[src/rtl/buck_pwm_pkg.sv]
`timescale 1ns/1ps
package buck_pwm_pkg;

    // Phase of the main-switch pulse within one switching period
    typedef enum logic [1:0] {
        PH_IDLE = 2'd0,   // no pulse: period finished or nothing requested
        PH_ON   = 2'd1,   // main switch conducting
        PH_TRIP = 2'd2    // pulse cut by over-current, waiting for next tick
    } phase_e;

    // Captured per-period pulse plan
    typedef struct packed {
        logic [15:0] len;   // upper bits unused for narrow counters
        logic        live;
    } plan_t;

    function automatic int unsigned umin(input int unsigned a, input int unsigned b);
        return (a < b) ? a : b;
    endfunction

endpackage

[src/rtl/buck_limit_sel.sv]
`timescale 1ns/1ps
module buck_limit_sel #(
    parameter int CNT_W       = 8,
    parameter int MIN_OFF_CYC = 3
) (
    input  logic [CNT_W-1:0] cyc_len,
    input  logic [CNT_W-1:0] duty_req,
    input  logic [CNT_W-1:0] ss_cap,
    output logic [CNT_W-1:0] on_len
);
    import buck_pwm_pkg::*;

    localparam logic [CNT_W-1:0] MOFF_W = CNT_W'(MIN_OFF_CYC);

    logic [CNT_W-1:0] max_on;
    int unsigned      dmin;

    // Longest pulse that still leaves the off-time reserve
    assign max_on = (cyc_len > MOFF_W) ? (cyc_len - MOFF_W) : '0;

    always_comb begin
        dmin   = umin(32'(duty_req), 32'(ss_cap));
        on_len = CNT_W'(umin(dmin, 32'(max_on)));
    end

    // the chosen length never eats into the off-time reserve
    always_comb begin
        a_r4_on_le_max: assert (on_len <= max_on || cyc_len <= MOFF_W);
    end

endmodule

[src/rtl/buck_pulse_timer.sv]
`timescale 1ns/1ps
module buck_pulse_timer #(
    parameter int CNT_W     = 8,
    parameter int BLANK_CYC = 2
) (
    input  logic             clk,
    input  logic             rst,
    input  logic             en,
    input  logic             tick,
    input  logic [CNT_W-1:0] on_len,
    input  logic             ocp,
    output logic             drive_on
);
    import buck_pwm_pkg::*;

    localparam logic [CNT_W-1:0] BLANK_W = CNT_W'(BLANK_CYC);

    phase_e           ph;
    logic [CNT_W-1:0] cnt;     // pulse cycle index, 1 in the first on cycle
    logic [CNT_W-1:0] len_q;   // length captured at the tick
    logic             ocp_ok;  // blanking window has passed

    assign ocp_ok   = (cnt > BLANK_W);
    assign drive_on = (ph == PH_ON);

    always_ff @(posedge clk) begin
        if (rst) begin
            ph    <= PH_IDLE;
            cnt   <= '0;
            len_q <= '0;
        end else if (!en) begin
            ph  <= PH_IDLE;
            cnt <= '0;
        end else if (tick) begin
            len_q <= on_len;
            cnt   <= CNT_W'(1);
            ph    <= (on_len != '0) ? PH_ON : PH_IDLE;
        end else begin
            case (ph)
                PH_ON: begin
                    if (ocp && ocp_ok)
                        ph <= PH_TRIP;
                    else if (cnt >= len_q)
                        ph <= PH_IDLE;
                    else
                        cnt <= cnt + CNT_W'(1);
                end
                default: ph <= ph;   // idle and tripped wait for the tick
            endcase
        end
    end

    // a running pulse never outlasts its captured length
    a_r2_within_len: assert property (@(posedge clk) disable iff (rst)
        (ph == PH_ON) |-> (cnt != '0 && cnt <= len_q));

    // inside the blanking window a pulse that is not yet due to end keeps running
    a_r8_blank_holds: assert property (@(posedge clk) disable iff (rst)
        (ph == PH_ON && en && !tick && cnt <= BLANK_W && cnt < len_q) |=> (ph == PH_ON));

    // a tripped pulse does not restart before the next tick
    a_r7_trip_latched: assert property (@(posedge clk) disable iff (rst)
        (ph == PH_TRIP && !tick) |=> (ph != PH_ON));

    // an empty plan gives no pulse
    a_r6_zero_no_pulse: assert property (@(posedge clk) disable iff (rst)
        (en && tick && on_len == '0) |=> !drive_on);

endmodule

[src/rtl/buck_out_stage.sv]
`timescale 1ns/1ps
module buck_out_stage (
    input  logic clk,
    input  logic rst,
    input  logic en,
    input  logic drive_on,
    output logic hs_on,
    output logic ls_on
);
    logic run_q;

    always_ff @(posedge clk) begin
        if (rst) run_q <= 1'b0;
        else     run_q <= en;
    end

    assign hs_on = drive_on;
    assign ls_on = run_q & ~drive_on;

    // a disable sampled at an edge leaves both switches off afterwards
    a_r9_disable_low: assert property (@(posedge clk) disable iff (rst)
        !en |=> (!hs_on && !ls_on));

    // never both switches on
    a_r3_no_overlap: assert property (@(posedge clk) disable iff (rst)
        hs_on |-> !ls_on);

endmodule

[src/rtl/buck_pwm_ctrl.sv]
`timescale 1ns/1ps
module buck_pwm_ctrl #(
    parameter int CNT_W       = 8,
    parameter int MIN_OFF_CYC = 3,
    parameter int BLANK_CYC   = 2
) (
    input  logic             clk,
    input  logic             rst,
    input  logic             en,
    input  logic             cyc_tick,
    input  logic [CNT_W-1:0] cyc_len,
    input  logic [CNT_W-1:0] duty_req,
    input  logic [CNT_W-1:0] ss_cap,
    input  logic             ocp_in,
    output logic             hs_on,
    output logic             ls_on
);
    logic [CNT_W-1:0] on_len;
    logic             drive_on;

    buck_limit_sel #(.CNT_W(CNT_W), .MIN_OFF_CYC(MIN_OFF_CYC)) lim_i (
        .cyc_len  (cyc_len),
        .duty_req (duty_req),
        .ss_cap   (ss_cap),
        .on_len   (on_len)
    );

    buck_pulse_timer #(.CNT_W(CNT_W), .BLANK_CYC(BLANK_CYC)) tmr_i (
        .clk      (clk),
        .rst      (rst),
        .en       (en),
        .tick     (cyc_tick),
        .on_len   (on_len),
        .ocp      (ocp_in),
        .drive_on (drive_on)
    );

    buck_out_stage out_i (
        .clk      (clk),
        .rst      (rst),
        .en       (en),
        .drive_on (drive_on),
        .hs_on    (hs_on),
        .ls_on    (ls_on)
    );

    // a tick with a non-empty plan raises the main output next cycle
    a_r2_start: assert property (@(posedge clk) disable iff (rst)
        (en && cyc_tick && on_len != '0) |=> hs_on);

endmodule

[config.mk]
export PLATFORM = sky130hd
export DESIGN_NAME = buck_pwm_ctrl
export DESIGN_NICKNAME = d
export VERILOG_FILES = /design/src/rtl/buck_pwm_pkg.sv /design/src/rtl/buck_limit_sel.sv /design/src/rtl/buck_pulse_timer.sv /design/src/rtl/buck_out_stage.sv /design/src/rtl/buck_pwm_ctrl.sv
export SDC_FILE = /design/constraint.sdc
export NUM_CORES = 1
export LEC_CHECK = 0
export ABC_AREA = 1
export BUFFER_PORTS_ARGS = -buffer_cell sky130_fd_sc_hd__buf_2
export CAP_MARGIN = 20
export CORE_AREA = 4 4 66 74
export DETAILED_ROUTE_END_ITERATION = 12
export DIE_AREA = 0 0 70 78
export HOLD_SLACK_MARGIN = 0.12
export PLACE_DENSITY = 0.71
export REMOVE_ABC_BUFFERS = 1
export SYNTH_ARGS = -nofsm -noshare
export SYNTH_HDL_FRONTEND = slang
export SYNTH_SLANG_ARGS = --single-unit
[constraint.sdc]
create_clock -name clk -period 3.5 [get_ports clk]
set_input_delay 0.35 -clock clk [delete_from_list [all_inputs] [get_ports clk]]
set_output_delay 0.35 -clock clk [all_outputs]
set_load 0.03 [all_outputs]
== Yosys cells after proc, flatten, opt, wreduce, memory -nomap -nowiden ==
Index checks and enable logic that the tools add are counted.
Operators by class
  $add $sub $neg: 2
  $lt $le $gt $ge: 5
  eq/ne operators: 3
  mux-type cells: 12
  bitwise operators: 5
  reduce and logical (&&, ||, !) cells: 10
Operators with widths (number)
  32-bit by 8-bit less-than comparator with 1-bit output: 1
  8-bit 2-to-1 mux: 3
  8-bit by 2-bit greater-than comparator with 1-bit output, second input constant: 2
  8-bit by 1-bit adder with 8-bit output, second input constant: 1
  8-bit greater-or-equal comparator: 1
  8-bit less-than comparator: 1
  2-bit 2-to-1 mux: 4
  8-bit nonzero test: 1
  8-bit by 2-bit subtractor with 8-bit output, second input constant: 1
  3-bit AND reduction: 2
  1-bit 2-to-1 mux: 5
  2-bit != test, second input constant: 2
  1-bit inverter: 4
  2-bit AND reduction: 2
  3-bit nonzero test: 1
  3-bit OR reduction: 1
  2-bit by 1-bit == test with 1-bit output, second input constant: 1
  2-bit nonzero test: 1
  2-bit OR reduction: 1
  1-bit AND: 1
  1-bit logical AND: 1
Word-level totals
  flip-flop bits (word level): 19
  output and inout port bits: 2

== Logic depth before layout (Yosys ltp) ==
Gate-level depths: netlist (run 1).
  depth after elaboration: 7
  depth in mapped cells: 26
  mapped depth without buffers: 25

== Cells and area by module ==
From an unflattened synthesis (run 1), not the netlist that was laid out.
Unflattened totals
  cell total of the unflattened synthesis: 306
  area total of the unflattened synthesis: 1939.4 µm²
Modules (own cells, without submodules)
  buck_pulse_timer: times used 1, cells each 154, area each 1122.3 µm², seq. area each 360.3 µm²
  buck_limit_sel: times used 1, cells each 146, area each 769.5 µm², seq. area each 0.0 µm²
  buck_out_stage: times used 1, cells each 6, area each 47.5 µm², seq. area each 20.0 µm²

== Least setup slack after synthesis (run 1) ==
No wires, ideal clock.
  path kind: input to register
  start point: input port ss_cap[7]
  end point: register tmr_i.ph[0]
  setup time: 0.109 ns
  data arrival time: 3.009 ns
  required time: 3.391 ns
  setup slack: 0.383 ns
  stages: 21
  buffers on the path: 1
  cells stage by stage: inv_1 -> ha_1 -> nand2_1 -> inv_1 -> nor2_1 -> o21a_1 -> nand2_2 -> buf_2 -> o21ai_0 -> inv_1 -> ha_1 -> nand2_1 -> nor2_1 -> a211oi_1 -> nand2_4 -> nand2_1 -> nand2_1 -> nor2_1 -> nand3_1 -> nand2_1 -> inv_1
Between the ends
  longest elaborated chain between the ends: 7
Ends and longest elaborated chain
  start, declared: line buck_pwm_ctrl.sv:13  | input logic [CNT_W-1:0] ss_cap,
  8-bit less-than comparator: line buck_pwm_pkg.sv:18  | return (a < b) ? a : b;
  8-bit 2-to-1 mux *: line buck_pwm_pkg.sv:18
  32-bit by 8-bit less-than comparator with 1-bit output: line buck_pwm_pkg.sv:18
  8-bit 2-to-1 mux *: line buck_pwm_pkg.sv:18
  8-bit nonzero test *: line buck_pulse_timer.sv:37  | ph <= (on_len != '0) ? PH_ON : PH_IDLE;
  1-bit 2-to-1 mux *: line buck_pulse_timer.sv:37
  2-bit 2-to-1 mux *: line buck_pulse_timer.sv:34  | end else if (tick) begin
  end signal, assigned: line buck_pulse_timer.sv:37
  end signal, assigned: line buck_pulse_timer.sv:48  | default: ph <= ph;
  end, declared: line buck_pulse_timer.sv:18  | phase_e ph;
Mark *: on every way between the ends. The rest lies on a longest branch, timed or not.
A chain may end at the register's enable or synchronous reset.

== Final worst setup path (run 1) ==
  start point: input port duty_req[7]
  end point: register tmr_i.ph[0]
Between the ends
  longest elaborated chain between the ends: 7
Ends and longest elaborated chain
  start, declared: line buck_pwm_ctrl.sv:12  | input logic [CNT_W-1:0] duty_req,
  8-bit less-than comparator: line buck_pwm_pkg.sv:18
  8-bit 2-to-1 mux *: line buck_pwm_pkg.sv:18
  32-bit by 8-bit less-than comparator with 1-bit output: line buck_pwm_pkg.sv:18
  8-bit 2-to-1 mux *: line buck_pwm_pkg.sv:18
  8-bit nonzero test *: line buck_pulse_timer.sv:37
  1-bit 2-to-1 mux *: line buck_pulse_timer.sv:37
  2-bit 2-to-1 mux *: line buck_pulse_timer.sv:34
Marked as above.

==> results of run 1 <==
## cells in the final DEF, fill, tap and decap left out, drive strengths merged
cell and n:
nand3 9, nor3b 2, mux2i 1, o2111ai 1, nor3 5, ha 25
o21a 2, clkbuf 4, nor4 1, nand3b 4, nor2 28, a211oi 1
a21oi 25, nand2 81, inv 59, o21ai 17, xnor2 1, nand4 3
dfxtp 19, buf 31, or2 1
## worst min-delay path, stage by stage
cell	delay, ns
buf_2	0.09
nand2_1	0.10
inv_1	0.06
## cells by family after synthesis
family | count (synthesis)
AO/OA/AOI/OAI | 46
XOR/XNOR | 1
adder cells (fa/ha/maj) | 25
buffers and inverters | 61
flip-flops | 19
multiplexers | 1
AND/OR/NAND/NOR | 134
## metal layers
layer	vias up	routed length, um	GRT usage, %	share of wire, %
li1	974	-	-	-
met3	7	71	1.68	1.9
met1	766	1630	16.3	44
met4	0	74	6.32	2.0
met5	-	0	0	0
met2	22	1970	27.5	53
## cells in the mapped netlist (2+ instances only)
| library cell | instances |
|---|---|
| nor2_1 | 27 |
| nand2_4 | 3 |
| nor3_2 | 2 |
| o21ai_1 | 11 |
| nand2_1 | 75 |
| nand4_1 | 3 |
| nand3b_1 | 4 |
| nand2_2 | 3 |
| nor3b_1 | 2 |
| nor3_1 | 2 |
| ha_1 | 25 |
| dfxtp_1 | 19 |
| inv_2 | 3 |
| inv_1 | 56 |
| nand3_1 | 9 |
| o21a_1 | 2 |
| o21ai_0 | 6 |
| a21oi_1 | 25 |
## sequential cells by signal (all words and copies together) (netlist names)
| name | count |
|---|---|
| tmr_i.len_q | 8 |
| tmr_i.cnt | 8 |
| out_i.run_q | 1 |
| tmr_i.ph | 2 |
## power by group through the flow
stage	combinational (W)	sequential [W]	clock, W
6_report	0.000251	0.000231	0.000150
5_1_grt	0.000292	0.000232	0.000163
4_1_cts	0.000253	0.000231	0.000159
3_5_place_dp	0.000252	0.000236	0
3_3_place_gp	0.000248	0.000236	0
2_1_floorplan	0.000188	0.000235	0
## area by class of cell
type	count	share of cell area, %
multi-input combinational	207	57.7
sequential	19	18.5
inverter	59	10.8
timing repair buffer	31	7.65
tap	54	3.28
clock buffer	4	2.19
## worst paths after layout
kind,to,start,depth (start not counted)
max,tmr_i.ph[0]$_SDFFE_PP0P_,duty_req[7],21
min,out_i.run_q$_SDFF_PP0_,en,3
min reg2reg,tmr_i.ph[1]$_SDFFE_PP0P_,tmr_i.ph[1]$_SDFFE_PP0P_,2
max reg2reg,tmr_i.cnt[7]$_SDFFE_PP0P_,tmr_i.len_q[1]$_SDFFE_PP0P_,12
## per-stage QoR
| stage | setup WS (ns) | cells | hold slack, ns | total power (W) |
|---|---|---|---|---|
| after global placement | 0.524 | 370 | 0.458 | 0.000484 |
| after CTS | 0.701 | 374 | 0.363 | 0.000643 |
| final | 0.702 | 374 | 0.372 | 0.000631 |
| after detailed placement | 0.427 | 370 | 0.470 | 0.000488 |
| after global routing | 0.393 | 374 | 0.408 | 0.000687 |
| after floorplan | 0.464 | 285 | 0.440 | 0.000422 |
==> results.md, run 1 <==
* Outcome: finished clean
* Synthesized area at between 1500 and 2000 sq um
* Switching Share at a little over a third
* Adder-cell share of the synthesized area at between 15 and 20%
* Largest area contributor in the netlist: dfxtp_1
* Worst path arrival time at 2.96 ns
* Final setup fails at 0
* Leakage power at between 1 and 1.5 nW
* Multi-input gate area at 1190 sq um
* CTS root buf: clkbuf_8
* Overflow after GRT at 0
* Dominant cells by area after synthesis: dfxtp_1, ha_1, nand2_1, inv_1, a21oi_1
* Via density at 4.73
* DRC Markers at 0
* Slew at the pin with the worst max-slew slack at 0.480 ns
* CTS tree: done
* Critical Path RT at 3.66 ns
* CTS clock-pin slew for the worst setup and hold paths at 0.07 ns
* FF-to-FF setup slack at ~1.4 ns
* First-pass GRT wire length at 6700 um
* Critical path type: in -> reg
* Fin. max-slew vios at 0
* Total CTS buffers at 3
* PortBufs at 30
* Layout cell share with drive strength beyond 1 at 14.7%
* Dpl cell area at 2010 sq um
* Hold_buf cts at 0
* Crit path cell chain: buf_2 > ha_1 > nand2_1 > inv_1 > nor2_1 > o21a_1 > nand2_2 > o21ai_0 > inv_1 > ha_1 > nand2_1 > nor2_1 > a211oi_1 > buf_4 > nand3b_1 > nand2_1 > nand2_1 > nor2_1 > nand3_1 > nand2_1 > inv_1
* H-tree levels at 1
* Synthesized area per cell at 6.26 sq um
* Setup Skew at 0.00514 ns
* Layout area overhead at 14.5%
* Fin util at 49.1%
* Clock Sinks at 19
* Fin area at 2060 sq um
* Total GRT Usage at between 10% and 20%
* XOR/XNOR Fraction of Synth Area at 0.487%
* Synth Area in Compound Gates at 13.4%
* DR vias at about 1800
* RSZ-0062 raised after global routing: no
* Max Fclk at 357 MHz
* Site Rows at 25
* Yosys top cell area share at between 20% and 30%
* Hold Crit Class: in -> reg
* Tmin final at between 2 and 3 ns
* Fillcell total at 441
* Die ar. at 5460 sq um
* Post-route ant nets at 0
* Register Area at 380 sq um
* Peak supply drop at 0.104 mV
* Setup TNS at 0 ns
* Largest net degree at the start of global routing at 17
* Tcrit/Tclk final at 79.9%
* Detailed router's first-iteration violation count at 45
* CP most frequent cell: nand2_1
* Post-synth EDFFs at 0
* Initial core utilization at 42.9%
* CP Max Fanout at 15
* Multiplexer share of the synthesized area at 0.557%
* Antenna violations before repair at 0
* Die H at 78 um
* Buf/Inv on CP at 5
* Largest family of logic cells by synthesized area: simple AND/OR/NAND/NOR gates
* Most common flop cell mapped by yosys: dfxtp_1
* Net Sw Power at approximately 0.00023 W
* Max-Slew Margin vs Limit at 67.9%
* Critical Path Start Type: primary input
* Yosys cell types at 28
* Routed WL per cell at about 10 um
* Crit path max-delay family: simple AND/OR/NAND/NOR gates
* Synth async-reset ratio at 0%
* Clk pwr share at 23.7%
* Ys Warns at 0
* Routability cong. at 0.820
* Die span in x at ~70 um
* Cells after synthesis at 287
* Largest stage delay on the critical path at ~0.30 ns
* Setup bufs post-CTS at 0
* Yosys reg bits at 19
* Power Density at 307 nW/um^2
* Final WL at 3740 um
* Max Cap Viol at 0
* Detailed Routing Iterations Pass 1 at 4
* Ports at 31
* Sequential area share after synthesis at 21.2%
* Vias in the first global route at 1670
* Core area at approximately 4200 sq um
* Final Hold Fails at 0
* Cell Int Power at 0.000405 W
* Clock Path Buffers at 2
* Resize count post-CTS at 0
* Worst path slowest cell: ha_1
* Simple logic cell fraction of the synthesized area at about a third
* Setup crit end kind: flip-flop
* DP HPWL at 3210 um
* Antenna diodes at 0
* Reg power frac at between 30% and 40%
* # nets final at about 380
* Worst skew pair latency at ~0.26 ns
* Combinational power share at 39.7%
(Power assumes the default switching activity.)
==> run 2: changes to the inputs <==
--- a/config.mk
+++ b/config.mk
@@ -5,12 +5,12 @@
 export SDC_FILE = /design/constraint.sdc
 export NUM_CORES = 1
 export LEC_CHECK = 0
-export ABC_AREA = 1
+export ABC_AREA = 0
 export BUFFER_PORTS_ARGS = -buffer_cell sky130_fd_sc_hd__buf_2
 export CAP_MARGIN = 20
-export CORE_AREA = 4 4 66 74
+export CORE_AREA = 4 4 70 78
 export DETAILED_ROUTE_END_ITERATION = 12
-export DIE_AREA = 0 0 70 78
+export DIE_AREA = 0 0 74 82
 export HOLD_SLACK_MARGIN = 0.12
 export PLACE_DENSITY = 0.71
 export REMOVE_ABC_BUFFERS = 1
==> constraint.sdc (replaced) <==
create_clock -name clk -period 2.9 [get_ports clk]
set_input_delay 0.29 -clock clk [delete_from_list [all_inputs] [get_ports clk]]
set_output_delay 0.29 -clock clk [all_outputs]
set_load 0.03 [all_outputs]
==> run 2 against run 1 <==
The run now ends with setup timing left. Utilization is 19 points higher. Global-route usage is 8.3 points higher. Setup slack worse by 1.1 ns. Worst hold slack worse by 0.048 ns. Via count is 42% higher. First-iteration DRC count grew to 4.8 times the previous value. Critical path depth is 4 lower.
==> results.md, run 2 <==
* Outcome: finished with violations (was finished clean)
* Violated checks: setup timing
* Largest net degree at the start of global routing at 17 (unchanged)
* Total CTS buffers at 3 (unchanged)
* Layout area overhead at 53.9% (was 14.5%)
* Placed insts at 410 (was 370)
* Most common cell in the synthesized netlist: inv_1 (was nand2_1)
* Setup crit end kind: flip-flop (unchanged)
* Overflow after GRT at 0 (unchanged)
* Critical Path Start Type: primary input (unchanged)
* Total GRT Usage at 22.9% (was 14.6%)
* Tot Pwr at 0.00111 W (was 0.000631 W)
* Most frequent cells in the layout: buf_4, inv_1, buf_2, nand2_1, dfxtp_1 (was nand2_1, inv_1, buf_2, nor2_1)
* Peak supply drop at 0.171 mV (was 0.104 mV)
* Die span in x at 74 um (was 70 um)
* # nets final at 429 (was 375)
* Hold_buf cts at 0 (unchanged)
* Synth async-reset ratio at 0% (unchanged)
* Tmin final at 3.32 ns
* Leakage power at 1.42 nW (was 1.15 nW)
* Antenna violations before repair at 0 (unchanged)
* Critical path type: in -> reg (unchanged)
* Core area at 4650 sq um (was 4190 sq um)
* Routability cong. at 0.891 (was 0.820)
* Synth top cells by count: inv_1, ha_1, nand2_1, dfxtp_1, o21ai_0 (was nand2_1, inv_1, nor2_1, a21oi_1, ha_1)
* CTS clock-pin slew for the worst setup and hold paths at 0.07 ns (about the same)
* Routed WL per cell at 15.8 um (was 10.0 um)
* Yosys reg bits at 19 (unchanged)
* Vias in the first global route at 2443 (was 1670)
* CP Max Fanout at 8 (was 15)
* Setup TNS at -3.27 ns (was 0 ns)
* Max Fclk at 301 MHz
* Tcrit/Tclk final at 114%
* Cells after synthesis at 263 (was 287)
* Hold Crit Class: in -> reg (unchanged)
* Final setup fails at 9 (was 0)
* Die ar. at 6070 sq um (was 5460 sq um)
* CTS root buf: clkbuf_8 (unchanged)
* H-tree levels at 1 (unchanged)
* Post-route ant nets at 0 (unchanged)
* Clock Sinks at 19 (unchanged)
* Most common cell after layout, fill and taps aside: buf_4 (was nand2_1)
* DRC Markers at 0 (unchanged)
* Worst path arrival time at 3.50 ns (was 2.96 ns)
* Detailed Routing Iterations Pass 1 at 5 (was 4)
* Post-route worst setup slack at -0.420 ns (was 0.702 ns)
* First-pass GRT wire length at 11000 um (was 6700 um)
* Ys Warns at 0 (unchanged)
* Yosys top cell area share at 18.5% (was 21.2%)
* Site Rows at 26 (was 25)
* CTS tree: done (unchanged)
* Fin. max-slew vios at 0 (unchanged)
* Synthesized area per cell at 7.83 sq um (was 6.26 sq um)
* Most common flop cell mapped by yosys: dfxtp_1 (unchanged)
* Worst skew pair latency at 0.26 ns (about the same)
* PortBufs at 30 (unchanged)
* Post-synth EDFFs at 0 (unchanged)
* Final WL at 6780 um (was 3740 um)
* Synthesized area at 2060 sq um (was 1800 sq um)
* DP HPWL at 4860 um (was 3210 um)
* Max Cap Viol at 0 (unchanged)
* Multi-input gate area at 1710 sq um (was 1190 sq um)
* Detailed router's first-iteration violation count at 216 (was 45)
* Dominant cells by area after synthesis: dfxtp_1, ha_1, inv_1, o211ai_1, o21ai_0 (was dfxtp_1, ha_1, nand2_1, inv_1, a21oi_1)
* Power Density at 351 nW/um^2 (was 307 nW/um^2)
* Antenna diodes at 0 (unchanged)
* Max-Slew Margin vs Limit at 60.5% (was 67.9%)
* Largest registers: tmr_i.cnt: 8 flops, tmr_i.len_q: 8 flops, tmr_i.ph: 2 flops (unchanged)
* Fillcell total at 364 (was 441)
* RSZ-0062 raised after global routing: yes (was no)
* Critical Path RT at 3.08 ns (was 3.66 ns)
* Worst slack at placement at -1.04 ns (was 0.427 ns)
* Clock Path Buffers at 2 (unchanged)
* Yosys cell types at 51 (was 28)
* DR vias at 2520 (was 1769)
* Die H at 82 um (was 78 um)
* Slew at the pin with the worst max-slew slack at 0.577 ns (was 0.480 ns)
* Layout cell share with drive strength beyond 1 at 42.8% (was 14.7%)
* Largest area contributor in the netlist: dfxtp_1 (unchanged)
* Setup Skew at 0.00489 ns (was 0.00514 ns)
* Final Hold Fails at 0 (unchanged)
* Via density at 5.86 (was 4.73)
* Register Area at 380 sq um (unchanged)
* Hold_ws at 0.324 ns (was 0.372 ns)
* Ports at 31 (unchanged)
* Final cell count without fillers at 430 (was 374)
* Sequential area share after synthesis at 18.5% (was 21.2%)
* Initial core utilization at 44.2% (was 42.9%)
[run 2: final cells by class]
| type | count | area share, % |
|---|---|---|
| tap | 56 | 2.21 |
| clock buffer | 4 | 1.42 |
| inverter | 31 | 3.83 |
| timing repair buffer | 115 | 26.6 |
| sequential | 19 | 12.0 |
| multi-input combinational | 205 | 53.9 |
[run 2: power by group]
group	internal (W)	switching, W	total [W]
sequential	0.000277	0.0000116	0.000288
clock	0.0000978	0.0000896	0.000187
combinational	0.000336	0.000299	0.000634
total	0.000710	0.000400	0.00111
[run 2: kinds of logic (layout without fill, tap and decap cells)]
group / Yosys count / in the layout / share of synthesized area, %
flip-flops: 19 / 19 / 18.5
AO/OA/AOI/OAI: 95 / 95 / 34.4
AND/OR/NAND/NOR: 73 / 73 / 18.8
multiplexers: 5 / 5 / 2.49
adder cells (fa/ha/maj): 25 / 25 / 15.2
XOR/XNOR: 7 / 7 / 2.98
buffers and inverters: 39 / 150 / 7.60
[run 2: worst paths after layout]
path | cells past startpoint | startpoint | slack (ns) | end
setup / recovery | 17 | ss_cap[7] | -0.42 | tmr_i.len_q[4]$_SDFFE_PP0P_
hold / removal | 3 | en | 0.32 | tmr_i.len_q[0]$_SDFFE_PP0P_
setup reg to reg | 8 | tmr_i.cnt[0]$_SDFFE_PP0P_ | 0.46 | tmr_i.cnt[6]$_SDFFE_PP0P_
hold reg to reg | 2 | tmr_i.len_q[0]$_SDFFE_PP0P_ | 0.48 | tmr_i.len_q[0]$_SDFFE_PP0P_
[run 2: repair_timing]
action                     in CTS  in global routing
resized for setup              49                 14
pin swaps                      23                 11
setup buffers                  11                  5
setup endpoints to repair       9                  9
[run 2: metrics by stage]
step	utilization [%]	instance area [sq um]
4_1_cts	66.3	3080
6_report	68.1	3170
2_1_floorplan	-	2020
3_5_place_dp	59.3	2760
5_1_grt	68.1	3170
3_3_place_gp	59.3	2760
[run 2: worst max-delay path, stage by stage]
cell      delay (ns)
buf_2           0.09
inv_1           0.05
ha_1            0.33
and3_4          0.22
a211oi_4        0.05
buf_6           0.14
buf_4           0.13
nand2_1         0.08
nand2_1         0.09
a21oi_2         0.18
inv_1           0.10
ha_1            0.21
a21oi_2         0.14
o21ai_1         0.10
or4_4           0.49
or4_4           0.59
o211ai_1        0.20
[run 2: per-layer routing]
metal | GRT usage, % | vias to the layer above | share of wire, % | routed length, um
met3 | 3.43 | 16 | 4.3 | 289
met2 | 41.8 | 81 | 51 | 3440
met1 | 27.7 | 1192 | 43 | 2900
met5 | 0 | - | 0 | 0
li1 | - | 1231 | - | -
met4 | 5.98 | 0 | 2.1 | 145
